[src/rtl/xmem_pkg.sv]
package xmem_pkg;
  typedef enum logic [2:0] {
    PH_IDLE  = 3'd0,
    PH_ADDR  = 3'd1,
    PH_HOLD  = 3'd2,
    PH_FLOAT = 3'd3,
    PH_DATA  = 3'd4,
    PH_INT   = 3'd5
  } phase_t;
endpackage

[src/rtl/xmem_seq.sv]
module xmem_seq
  import xmem_pkg::*;
#(
  parameter int ALE_CYC  = 2,
  parameter int PSEN_CYC = 3
) (
  input  logic   clk,
  input  logic   rst_n,
  input  logic   start,
  input  logic   start_ext,
  output phase_t phase,
  output logic   fin_ext,
  output logic   fin_int
);
  localparam int MAXC = (ALE_CYC > PSEN_CYC) ? ALE_CYC : PSEN_CYC;
  localparam int CW   = $clog2(MAXC + 1);
  localparam logic [CW-1:0] ALE_LAST  = CW'(ALE_CYC - 1);
  localparam logic [CW-1:0] DATA_LAST = CW'(PSEN_CYC - 1);

  phase_t        phase_q;
  logic [CW-1:0] cnt_q;

  always_ff @(posedge clk) begin
    if (!rst_n) begin
      phase_q <= PH_IDLE;
      cnt_q   <= '0;
    end else begin
      case (phase_q)
        PH_IDLE: if (start) begin
          phase_q <= start_ext ? PH_ADDR : PH_INT;
          cnt_q   <= '0;
        end
        PH_ADDR: begin
          if (cnt_q == ALE_LAST) begin
            phase_q <= PH_HOLD;
            cnt_q   <= '0;
          end else begin
            cnt_q <= cnt_q + 1'b1;
          end
        end
        PH_HOLD:  phase_q <= PH_FLOAT;
        PH_FLOAT: begin
          phase_q <= PH_DATA;
          cnt_q   <= '0;
        end
        PH_DATA: begin
          if (cnt_q == DATA_LAST) begin
            phase_q <= PH_IDLE;
            cnt_q   <= '0;
          end else begin
            cnt_q <= cnt_q + 1'b1;
          end
        end
        PH_INT:  phase_q <= PH_IDLE;
        default: phase_q <= PH_IDLE;
      endcase
    end
  end

  assign phase   = phase_q;
  assign fin_ext = (phase_q == PH_DATA) && (cnt_q == DATA_LAST);
  assign fin_int = (phase_q == PH_INT);

  // the address phase never outlasts its programmed count
  p_addr_cnt_r2: assert property (@(posedge clk) disable iff (!rst_n)
    (phase_q == PH_ADDR) |-> (cnt_q <= ALE_LAST));
  // the data phase is always entered through the float cycle
  p_data_entry_r5: assert property (@(posedge clk) disable iff (!rst_n)
    ((phase_q == PH_DATA) && (cnt_q == '0)) |-> ($past(phase_q) == PH_FLOAT));
endmodule

[src/rtl/xmem_rsp_reg.sv]
module xmem_rsp_reg #(
  parameter int DW = 8
) (
  input  logic          clk,
  input  logic          rst_n,
  input  logic          load,
  input  logic [DW-1:0] din,
  input  logic          take,
  output logic          valid,
  output logic [DW-1:0] dout
);
  logic          v_q;
  logic [DW-1:0] d_q;

  always_ff @(posedge clk) begin
    if (!rst_n) begin
      v_q <= 1'b0;
      d_q <= '0;
    end else if (load) begin
      v_q <= 1'b1;
      d_q <= din;
    end else if (take) begin
      v_q <= 1'b0;
    end
  end

  assign valid = v_q;
  assign dout  = d_q;

  // an unaccepted response holds its value
  p_rsp_hold_r7: assert property (@(posedge clk) disable iff (!rst_n)
    (v_q && !take) |=> (v_q && $stable(d_q)));
endmodule

[src/rtl/xmem_fetch_ctrl.sv]
module xmem_fetch_ctrl
  import xmem_pkg::*;
#(
  parameter int AW       = 16,
  parameter int DW       = 8,
  parameter int ALE_CYC  = 2,
  parameter int PSEN_CYC = 3
) (
  input  logic          clk,
  input  logic          rst_n,
  input  logic          ext_code_n,
  input  logic          req_valid,
  output logic          req_ready,
  input  logic [AW-1:0] req_addr,
  output logic          rsp_valid,
  input  logic          rsp_ready,
  output logic [DW-1:0] rsp_data,
  output logic [DW-1:0] lo_out,
  output logic          lo_oe,
  input  logic [DW-1:0] lo_in,
  output logic [AW-DW-1:0] hi_addr,
  output logic          ale,
  output logic          fetch_en_n,
  output logic          int_rd,
  output logic [AW-1:0] int_addr,
  input  logic [DW-1:0] int_rdata
);
  localparam int HW = AW - DW;

  phase_t        phase;
  logic          fin_ext, fin_int, accept;
  logic [AW-1:0] addr_q;

  assign req_ready = (phase == PH_IDLE) && !rsp_valid;
  assign accept    = req_valid && req_ready;

  always_ff @(posedge clk) begin
    if (!rst_n) addr_q <= '0;
    else if (accept) addr_q <= req_addr;
  end

  xmem_seq #(.ALE_CYC(ALE_CYC), .PSEN_CYC(PSEN_CYC)) u_seq (
    .clk(clk), .rst_n(rst_n), .start(accept), .start_ext(!ext_code_n),
    .phase(phase), .fin_ext(fin_ext), .fin_int(fin_int)
  );

  // Bus drive decoded from the phase register
  assign ale        = (phase == PH_ADDR);
  assign lo_oe      = (phase == PH_ADDR) || (phase == PH_HOLD);
  assign lo_out     = addr_q[DW-1:0];
  assign hi_addr    = addr_q[AW-1:DW];
  assign fetch_en_n = (phase != PH_DATA);
  assign int_rd     = (phase == PH_INT);
  assign int_addr   = addr_q;

  xmem_rsp_reg #(.DW(DW)) u_rsp (
    .clk(clk), .rst_n(rst_n), .load(fin_ext || fin_int),
    .din(fin_ext ? lo_in : int_rdata), .take(rsp_ready),
    .valid(rsp_valid), .dout(rsp_data)
  );

  // the low port is never driven while memory is enabled
  p_no_contention_r4: assert property (@(posedge clk) disable iff (!rst_n)
    !fetch_en_n |-> !lo_oe);
  // a float cycle precedes every fetch-enable assertion
  p_float_first_r4: assert property (@(posedge clk) disable iff (!rst_n)
    $fell(fetch_en_n) |-> !$past(lo_oe));
  // the strobe only rises with the address driven
  p_ale_drive_r2: assert property (@(posedge clk) disable iff (!rst_n)
    ale |-> lo_oe);
  // the high address byte holds while memory is enabled
  p_hi_stable_r3: assert property (@(posedge clk) disable iff (!rst_n)
    !fetch_en_n |-> $stable(hi_addr));
  // internal reads keep the external strobes idle
  p_int_quiet_r6: assert property (@(posedge clk) disable iff (!rst_n)
    int_rd |-> (!ale && fetch_en_n && !lo_oe));
  // no new request is taken while a response waits
  p_busy_r7: assert property (@(posedge clk) disable iff (!rst_n)
    rsp_valid |-> !req_ready);
  // the response is withdrawn after it is taken
  p_take_r7: assert property (@(posedge clk) disable iff (!rst_n)
    (rsp_valid && rsp_ready) |=> !rsp_valid);
endmodule

[config.mk]
export PLATFORM = sky130hd
export DESIGN_NAME = xmem_fetch_ctrl
export DESIGN_NICKNAME = d
export VERILOG_FILES = /design/src/rtl/xmem_pkg.sv /design/src/rtl/xmem_seq.sv /design/src/rtl/xmem_rsp_reg.sv /design/src/rtl/xmem_fetch_ctrl.sv
export SDC_FILE = /design/constraint.sdc
export NUM_CORES = 1
export LEC_CHECK = 0
export BUFFER_PORTS_ARGS = -buffer_cell sky130_fd_sc_hd__buf_4
export CELL_PAD_IN_SITES_DETAIL_PLACEMENT = 0
export CELL_PAD_IN_SITES_GLOBAL_PLACEMENT = 2
export CORE_MARGIN = 2
export CORE_UTILIZATION = 25
export CTS_CLUSTER_SIZE = 20
export DETAILED_ROUTE_END_ITERATION = 6
export GPL_ROUTABILITY_DRIVEN = 0
export PLACE_DENSITY_LB_ADDON = 0.1
export SYNTH_ARGS = -nofsm -noshare
export SYNTH_HDL_FRONTEND = slang
export SYNTH_SLANG_ARGS = --single-unit
[constraint.sdc]
create_clock -name clk -period 3.5 [get_ports clk]
set_input_delay 0.35 -clock clk [delete_from_list [all_inputs] [get_ports clk]]
set_output_delay 0.35 -clock clk [all_outputs]
set_load 0.05 [all_outputs]
==> results of run 1 <==
-- power groups by stage --
stage          clock, mW  sequential, mW  combinational [mW]
2_1_floorplan          0           0.476               0.222
3_3_place_gp           0           0.409               0.380
3_5_place_dp           0           0.410               0.380
4_1_cts            0.451           0.402               0.381
5_1_grt            0.475           0.408               0.397
6_report           0.434           0.402               0.376
-- cell families (layout without fill, tap and decap cells) --
family | Yosys count | after routing
flops | 30 | 30
mux | 17 | 17
simple gates | 69 | 69
compound gates | 20 | 20
buf+inv | 27 | 92
-- area by class of cell --
cell class	instances	area [um2]	area share (%)
multi-input cells	106	698.2	32.35
flip-flops and latches	30	600.6	27.83
well taps	75	93.84	4.348
clock inverters	2	60.06	2.783
repair buffers	82	615.6	28.52
inverters	2	7.507	0.3478
clock buffers	6	82.58	3.826
-- worst max-delay path by stage --
stage	to	depth (start not counted)	slack, ns
final	int_addr[15]	3	1.55
after floorplan	int_addr[0]	5	1.22
after detailed placement	int_addr[15]	3	1.51
after CTS	int_addr[15]	3	1.49
after global routing	int_addr[15]	3	1.31
after global placement	u_seq.phase[2]	3	1.57
-- cells in the mapped netlist, types with 4 or more instances --
master and count:
buf_2 4, nand2b_1 5, nor2b_1 6, nand2_1 35, dfxtp_1 30, buf_4 16
mux2i_1 17, a221o_1 8, and2_1 9
-- layer usage --
layer	GRT usage [%]	share of wire [%]	wire length, um	vias up
li1	-	-	-	671
met4	5.254	1.3	46	0
met2	18.68	50	1824	48
met1	12.65	41	1490	588
met5	0	0	0	-
met3	4.556	7.3	263	4
-- flip-flops by register name (all words and copies together), names as in the netlist --
register and cells:
int_addr 16, u_rsp.dout 8, u_rsp.valid 1, u_seq.cnt_q 2, u_seq.phase 3
-- placed cells by master (no fill, tap or decap), drive strengths merged --
cell type | netlist | final
a22oi | 1 | 1
o21a | 1 | 1
clkbuf | 3 | 6
or3b | 1 | 1
inv | 2 | 2
o31a | 1 | 1
and3 | 1 | 1
o22ai | 2 | 2
a21oi | 3 | 3
nor4bb | 1 | 1
o21ai | 3 | 3
buf | 22 | 82
nor3 | 3 | 3
nand2 | 35 | 35
nor3b | 3 | 3
and2 | 9 | 9
nor2b | 6 | 6
and4b | 1 | 1
and3b | 1 | 1
a311o | 1 | 1
a221o | 8 | 8
bufinv | 0 | 2
nor4 | 1 | 1
nand2b | 5 | 5
dfxtp | 30 | 30
mux2i | 17 | 17
nor2 | 2 | 2
-- per-stage QoR --
stage	area (um2)	total power, mW	utilization, %	setup WS (ns)
2_1_floorplan	1484	0.6972	-	1.218
3_3_place_gp	2016	0.7886	34.66	1.566
3_5_place_dp	2016	0.7900	34.66	1.510
4_1_cts	2158	1.234	37.11	1.491
5_1_grt	2158	1.280	37.11	1.310
6_report	2158	1.212	37.11	1.553
==> impl_metrics.env, run 1 <==
export IMPL_area_growth_pct=45.45
export IMPL_maxSlewHeadroom_pct=35.14
export IMPL_postCtsSetupRepairBufs=0
export IMPL_grt_pass1_wl_um=5561
export IMPL_fin_skew_ns=0.004870
export IMPL_finalNonFillerCells=303
export IMPL_max_stage_delay_ns=0.81
export IMPL_nNetsFinal=264
export IMPL_antenna_left=0
export IMPL_synth_top_family_by_area="simple AND/OR/NAND/NOR gates"
export IMPL_final_min_clock_period_ns=1.947
export IMPL_synth_distinct_cells=30
export IMPL_die_y_um=81.05
export IMPL_power_density_nw_per_um2=561.7
export IMPL_die_area_um2=6568
export IMPL_synth_top_area_cell="dfxtp_1"
export IMPL_grt_pass1_vias=1212
export IMPL_clkTransAtPathRegs_ns=0.07
export IMPL_coreArea_um2=5816
export IMPL_holdPathEnd="u_rsp.dout[6]"
export IMPL_drt_pre_antenna_iters=3
export IMPL_start_util_pct=25.52
export IMPL_grt_ovfl_total=0
export IMPL_drc=0
export IMPL_antenna_found_initial=0
export IMPL_num_fill_cells=630
export IMPL_rsz0062_at_grt="false"
export IMPL_min_from="lo_in[6]"
export IMPL_cp_slowest_cell="and2_1"
export IMPL_setup_viol=0
export IMPL_synthMuxAreaShare_pct=11.47
export IMPL_io_buffer_count=82
export IMPL_wl_per_cell_um=11.96
export IMPL_syn_mean_instance_area_um2=9.104
export IMPL_worstSetupEndpointType="flop"
export IMPL_cts_hold_fix_buffers=0
export IMPL_tritoncts="built"
export IMPL_drtIter0Drc=31
export IMPL_vdd_ir_drop_worst_mv=0.1867
export IMPL_synth_xor_xnor_area_share_pct=0
export IMPL_cp_startpoint="u_seq.phase[0]"
export IMPL_n_antenna_cell=0
export IMPL_ys_ff_latch=30
export IMPL_h_tree_depth=2
export IMPL_synth_compound_area_share_pct=10.54
export IMPL_path_class="flop to flop"
export IMPL_maxCapViolations=0
export IMPL_critical_path_buf_inv_count=0
export IMPL_combPwrFrac_pct=31.1
export IMPL_outcome="finished clean"
export IMPL_fp_dieW_um=81.05
export IMPL_hold_depth=2
export IMPL_fp_row_count=28
export IMPL_ys_flop_type="dfxtp_1"
export IMPL_insertion_delay_ns=0.27
export IMPL_worstMarginPinSlew_ns=0.9730
export IMPL_synth_area_leaders="dfxtp_1 40%, mux2i_1 11%, nand2_1 8.9%"
export IMPL_dpl_cell_count=295
export IMPL_required_ns=3.70
export IMPL_grt_max_degree=43
export IMPL_drive_above_1_share_pct=40.79
export IMPL_synthAdderAreaFrac_pct=0
export IMPL_pwr_share_seq_pct=33.2
export IMPL_syn_nets=200
export IMPL_cp_start_kind="flop"
export IMPL_synth_edf_count=0
export IMPL_max_freq_mhz=513.5
export IMPL_r2r_start="u_seq.phase[0]"
export IMPL_synth_top_area_share_pct=40.47
export IMPL_drv_slew=0
export IMPL_r2r_end="int_addr[15]"
export IMPL_path_cells="nor4_2 -> and2_1 -> mux2i_1"
export IMPL_clockBufferDepth=2
export IMPL_rrSetupSlack_ns=1.55
export IMPL_cts_root_buf="clkbuf_8"
export IMPL_vias_per_cell=4.327
export IMPL_syn_inst=163
export IMPL_ios=83
export IMPL_syn_area_um2=1484
export IMPL_r2r_cells=3
export IMPL_tns_ns=0
export IMPL_via_count=1311
export IMPL_power_switching_mw=0.4065
export IMPL_gr_usage_all_layers_pct=11.28
export IMPL_arrival_ns=2.14
export IMPL_ctsResizeCount=0
export IMPL_synth_seq_area_share_pct=40.47
export IMPL_swShare_pct=33.53
export IMPL_synth_async_reset_ratio_pct=0
export IMPL_whs_ns=0.2922
export IMPL_cellLeakagePower_nw=1.016
export IMPL_fin_crit_sh_pct=55.64
export IMPL_clkPwrFrac_pct=35.8
export IMPL_crit_family="simple AND/OR/NAND/NOR gates"
export IMPL_critical_path_peak_fanout=17
export IMPL_synthSimpleGateAreaFrac_pct=25.04
export IMPL_drt_wl_total_um=3625
export IMPL_internal_power_mw=0.8059
export IMPL_yosysWarnings=0
export IMPL_hp_class="input port to flop"
export IMPL_clock_sinks=30
export IMPL_dp_hpwl_um=2663
export IMPL_cts_buffers=5
export IMPL_hold_violations=0
Note: power is estimated with default switching activity, not from simulation.
==> run 2: changes to the inputs <==
--- a/config.mk
+++ b/config.mk
@@ -9,7 +9,7 @@
 export CELL_PAD_IN_SITES_DETAIL_PLACEMENT = 0
 export CELL_PAD_IN_SITES_GLOBAL_PLACEMENT = 2
 export CORE_MARGIN = 2
-export CORE_UTILIZATION = 25
+export CORE_UTILIZATION = 24
 export CTS_CLUSTER_SIZE = 20
 export DETAILED_ROUTE_END_ITERATION = 6
 export GPL_ROUTABILITY_DRIVEN = 0
==> constraint.sdc (replaced) <==
create_clock -name clk -period 2 [get_ports clk]
set_input_delay 0.2 -clock clk [delete_from_list [all_inputs] [get_ports clk]]
set_output_delay 0.2 -clock clk [all_outputs]
set_load 0.05 [all_outputs]
==> run 2 against run 1 <==
Net effect: combinational power increased by 77%; sequential power increased by 76%; critical path depth decreased by 1; final cell count increased by 0.33%.
==> impl_metrics.env, run 2 (synthesized netlist as in run 1, its figures left out) <==
export IMPL_outcome="finished clean"
export IMPL_via_count=1349
export IMPL_dpl_cell_count=296
export IMPL_io_buffer_count=82
export IMPL_pwr_share_seq_pct=37.6
export IMPL_fp_row_count=28
export IMPL_grt_ovfl_total=0
export IMPL_insertion_delay_ns=0.28
export IMPL_die_area_um2=6828
export IMPL_dp_hpwl_um=2723
export IMPL_hp_class="input port to flop"
export IMPL_fin_crit_sh_pct=87.03
export IMPL_cts_hold_fix_buffers=0
export IMPL_drive_above_1_share_pct=40.61
export IMPL_start_util_pct=24.92
export IMPL_vdd_ir_drop_worst_mv=0.2509
export IMPL_postCtsSetupRepairBufs=0
export IMPL_grt_pass1_wl_um=5430
export IMPL_drt_pre_antenna_iters=6
export IMPL_worstSetupEndpointType="output port"
export IMPL_rsz0062_at_grt="false"
export IMPL_cts_buffers=5
export IMPL_antenna_left=0
export IMPL_wl_per_cell_um=12.19
export IMPL_maxSlewHeadroom_pct=57.41
export IMPL_die_y_um=82.63
export IMPL_path_class="flop to output port"
export IMPL_drtIter0Drc=32
export IMPL_fin_ws_ns=0.2593
export IMPL_wl_met3_um=279
export IMPL_drc=0
export IMPL_tns_ns=0
export IMPL_internal_power_mw=1.161
export IMPL_required_ns=1.80
export IMPL_final_min_clock_period_ns=1.741
export IMPL_drt_wl_total_um=3705
export IMPL_n_antenna_cell=0
export IMPL_power_density_nw_per_um2=885.5
export IMPL_ios=83
export IMPL_hold_violations=0
export IMPL_cellLeakagePower_nw=1.002
export IMPL_clock_sinks=30
export IMPL_h_tree_depth=2
export IMPL_maxCapViolations=0
export IMPL_dpl_worst_slack_ns=0.3385
export IMPL_drv_slew=0
export IMPL_grt_pass1_vias=1192
export IMPL_power_switching_mw=0.7186
export IMPL_whs_ns=0.1393
export IMPL_setup_viol=0
export IMPL_clkPwrFrac_pct=27.0
export IMPL_clkTransAtPathRegs_ns=0.07
export IMPL_coreArea_um2=5956
export IMPL_clockBufferDepth=2
export IMPL_met1_length_um=1583
export IMPL_worstMarginPinSlew_ns=0.6388
export IMPL_fin_util_pct=35.65
export IMPL_cp_start_kind="flop"
export IMPL_combPwrFrac_pct=35.4
export IMPL_final_cell_mix="83 x buf_4, 35 x nand2_1, 30 x dfxtp_1"
export IMPL_nNetsFinal=265
export IMPL_critical_path_peak_fanout=13
export IMPL_vias_per_cell=4.438
export IMPL_arrival_ns=1.54
export IMPL_ctsResizeCount=0
export IMPL_fin_skew_ns=0.004268
export IMPL_swShare_pct=38.22
export IMPL_fp_dieW_um=82.63
export IMPL_cts_root_buf="clkbuf_8"
export IMPL_gr_usage_all_layers_pct=10.54
export IMPL_tritoncts="built"
export IMPL_antenna_found_initial=0
export IMPL_largest_reg_flops=16
export IMPL_layout_commonest_cell="buf_4"
export IMPL_wl_met2_um=1823
export IMPL_area_growth_pct=43.09
export IMPL_grt_max_degree=43
export IMPL_finalNonFillerCells=304
export IMPL_max_freq_mhz=574.5
export IMPL_top_layer_used="met4"
## run 2: power groups by stage
stage / sequential, mW / combinational, mW / clock [mW]
detailed placement: 0.720 / 0.673 / 0
floorplan: 0.835 / 0.392 / 0
finish: 0.707 / 0.666 / 0.507
global route: 0.717 / 0.701 / 0.551
global placement: 0.717 / 0.671 / 0
CTS: 0.708 / 0.673 / 0.526
## run 2: critical path, stage by stage, from the launching register on
cell and delay (ns):
dfxtp_1 0.59, or3b_4 0.47, buf_4 0.21
## run 2: final cells by class
cell class	instances	area (um2)
repair buffers	83	623.1
well taps	75	93.84
clock inverters	1	5.005
fillers	631	3832
multi-input cells	106	706.9
clock buffers	7	86.33
inverters	2	7.507
flip-flops and latches	30	600.6
## run 2: per-layer routing
| layer | GRT usage [%] | vias up |
|---|---|---|
| li1 | - | 670 |
| met1 | 12.76 | 626 |
| met2 | 17.02 | 51 |
| met3 | 3.913 | 2 |
| met4 | 3.934 | 0 |
| met5 | 0 | - |
## run 2: worst paths after layout
path	start	endpoint	slack [ns]	cells after the start
worst min register to register	int_addr[11]	int_addr[11]	0.48	2
worst max register to register	u_seq.phase[2]	u_rsp.dout[5]	0.33	3
worst min-delay path	lo_in[0]	u_rsp.dout[0]	0.14	2
worst max-delay path	u_seq.phase[2]	fetch_en_n	0.26	2
## run 2: stage by stage
step	cell area, um2	power, mW
2_1_floorplan	1493	1.226
3_3_place_gp	2032	1.388
3_5_place_dp	2032	1.393
4_1_cts	2123	1.907
5_1_grt	2123	1.969
6_report	2123	1.880
==> run 3: changes to the inputs <==
--- a/config.mk
+++ b/config.mk
@@ -8,7 +8,8 @@
 export BUFFER_PORTS_ARGS = -buffer_cell sky130_fd_sc_hd__buf_4
 export CELL_PAD_IN_SITES_DETAIL_PLACEMENT = 0
 export CELL_PAD_IN_SITES_GLOBAL_PLACEMENT = 2
-export CORE_MARGIN = 2
+export CORE_ASPECT_RATIO = 1.25
+export CORE_MARGIN = 1.5
 export CORE_UTILIZATION = 24
 export CTS_CLUSTER_SIZE = 20
 export DETAILED_ROUTE_END_ITERATION = 6
==> run 3 against run 2 <==
Net effect: utilization grew 1.0 points; register-to-register slack lost 0.02 ns; hold slack lost 0.0013 ns; largest cell class unchanged; highest routed layer unchanged.
==> impl_metrics.env, run 3 (synthesized netlist as in run 1, its figures left out) <==
export IMPL_outcome="finished clean"
export IMPL_r2r_start="u_seq.phase[2]"
export IMPL_drtIter0Drc=24
export IMPL_min_from="lo_in[4]"
export IMPL_arrival_ns=1.55
export IMPL_grt_pass1_vias=1255
export IMPL_clockBufferDepth=2
export IMPL_worstMarginPinSlew_ns=0.6423
export IMPL_final_cell_mix="82 x buf_4, 35 x nand2_1, 30 x dfxtp_1"
export IMPL_holdPathEnd="u_rsp.dout[4]"
export IMPL_grt_ovfl_total=0
export IMPL_regArea_um2=600.6
export IMPL_cts_hold_fix_buffers=0
export IMPL_gr_usage_all_layers_pct=11.36
export IMPL_fin_ws_ns=0.2500
export IMPL_maxSlewHeadroom_pct=57.18
export IMPL_dpl_worst_slack_ns=0.3260
export IMPL_rrSetupSlack_ns=0.31
export IMPL_hold_violations=0
export IMPL_grt_pass1_wl_um=5878
export IMPL_cellLeakagePower_nw=1.015
export IMPL_largest_reg_flops=16
export IMPL_fp_row_count=31
export IMPL_rsz0062_at_grt="false"
export IMPL_nNetsFinal=265
export IMPL_drv_slew=0
export IMPL_coreArea_um2=5896
export IMPL_start_util_pct=25.17
export IMPL_r2r_cells=3
export IMPL_final_min_clock_period_ns=1.750
export IMPL_setup_viol=0
export IMPL_required_ns=1.80
export IMPL_cp_start_kind="flop"
export IMPL_layout_commonest_cell="buf_4"
export IMPL_via_count=1342
export IMPL_clock_sinks=30
export IMPL_num_fill_cells=636
export IMPL_cts_buffers=5
export IMPL_path_class="flop to output port"
export IMPL_tns_ns=0
export IMPL_maxCapViolations=0
export IMPL_hold_depth=2
export IMPL_h_tree_depth=2
export IMPL_drc=0
export IMPL_r2r_end="u_rsp.dout[1]"
export IMPL_ios=83
export IMPL_max_freq_mhz=571.4
export IMPL_worstSetupEndpointType="output port"
export IMPL_critical_path_peak_fanout=13
export IMPL_insertion_delay_ns=0.28
export IMPL_dp_hpwl_um=2861
export IMPL_multi_input_area_um2=706.9
export IMPL_fp_dieW_um=73.33
export IMPL_io_buffer_count=82
export IMPL_fin_skew_ns=0.005343
export IMPL_postCtsSetupRepairBufs=0
export IMPL_tritoncts="built"
export IMPL_wl_per_cell_um=12.35
export IMPL_power_density_nw_per_um2=906.0
export IMPL_die_y_um=90.92
export IMPL_antenna_found_initial=0
export IMPL_ctsResizeCount=0
export IMPL_clkTransAtPathRegs_ns=0.07
export IMPL_vias_per_cell=4.315
export IMPL_vdd_ir_drop_worst_mv=0.3117
export IMPL_antenna_left=0
export IMPL_fin_crit_sh_pct=87.50
export IMPL_n_antenna_cell=0
export IMPL_drt_pre_antenna_iters=4
export IMPL_die_area_um2=6667
export IMPL_hp_class="input port to flop"
export IMPL_drive_above_1_share_pct=41.05
export IMPL_area_growth_pct=45.78
export IMPL_cts_root_buf="clkbuf_8"
export IMPL_grt_max_degree=43
export IMPL_drt_wl_total_um=3842
[run 3: cell count changes in the layout (fill, tap and decap cells not counted)]
cell	delta
buf_4	-1
clkbuf_1	-1
buf_12	+1
clkinv_2	-1
clkbuf_8	+2
[run 3: worst max-delay path by stage]
stage	cells past startpoint	slack, ns	start	to
CTS	2	0.24	u_seq.phase[2]	fetch_en_n
global placement	3	0.38	u_seq.phase[2]	u_rsp.dout[0]
detailed placement	3	0.33	u_seq.phase[2]	u_rsp.dout[1]
finish	2	0.25	u_seq.phase[2]	fetch_en_n
global route	3	0.14	u_seq.phase[0]	lo_oe
floorplan	5	0.06	u_rsp.valid	int_addr[0]
[run 3: layout make-up]
cell class              count  share of cell area (%)
multi-input cells         106                   32.68
repair buffers             83                   29.38
flip-flops and latches     30                   27.76
clock buffers               8                   5.090
well taps                  82                   4.743
inverters                   2                  0.3470
[run 3: per-layer routing]
metal  wire [um]  vias to the layer above  global-route usage (%)
met5           0                        -                       0
met4          59                        0                   4.630
met3         238                        6                   3.013
met2        1981                       44                   19.62
met1        1563                      621                   12.91
li1            -                      671                       -
[run 3: worst max-delay path, cell delays in order, from the launching register on]
cell and delay [ns]:
dfxtp_1 0.59, or3b_4 0.47, buf_4 0.21
[run 3: metrics by stage]
step,hold slack [ns],area [um2],power [mW],utilization (%),cells
after CTS,0.1315,2163,1.993,36.69,311
after floorplan,0.3378,1493,1.226,-,163
final,0.1380,2163,1.960,36.69,311
after global routing,0.1372,2163,2.050,36.69,311
after detailed placement,0.4276,2053,1.403,34.83,303
after global placement,0.4247,2053,1.398,34.83,303
[run 3: report_power, final]
| group | internal, mW | switching, mW |
|---|---|---|
| registers | 0.648 | 0.0597 |
| logic | 0.244 | 0.431 |
| clock network | 0.347 | 0.230 |
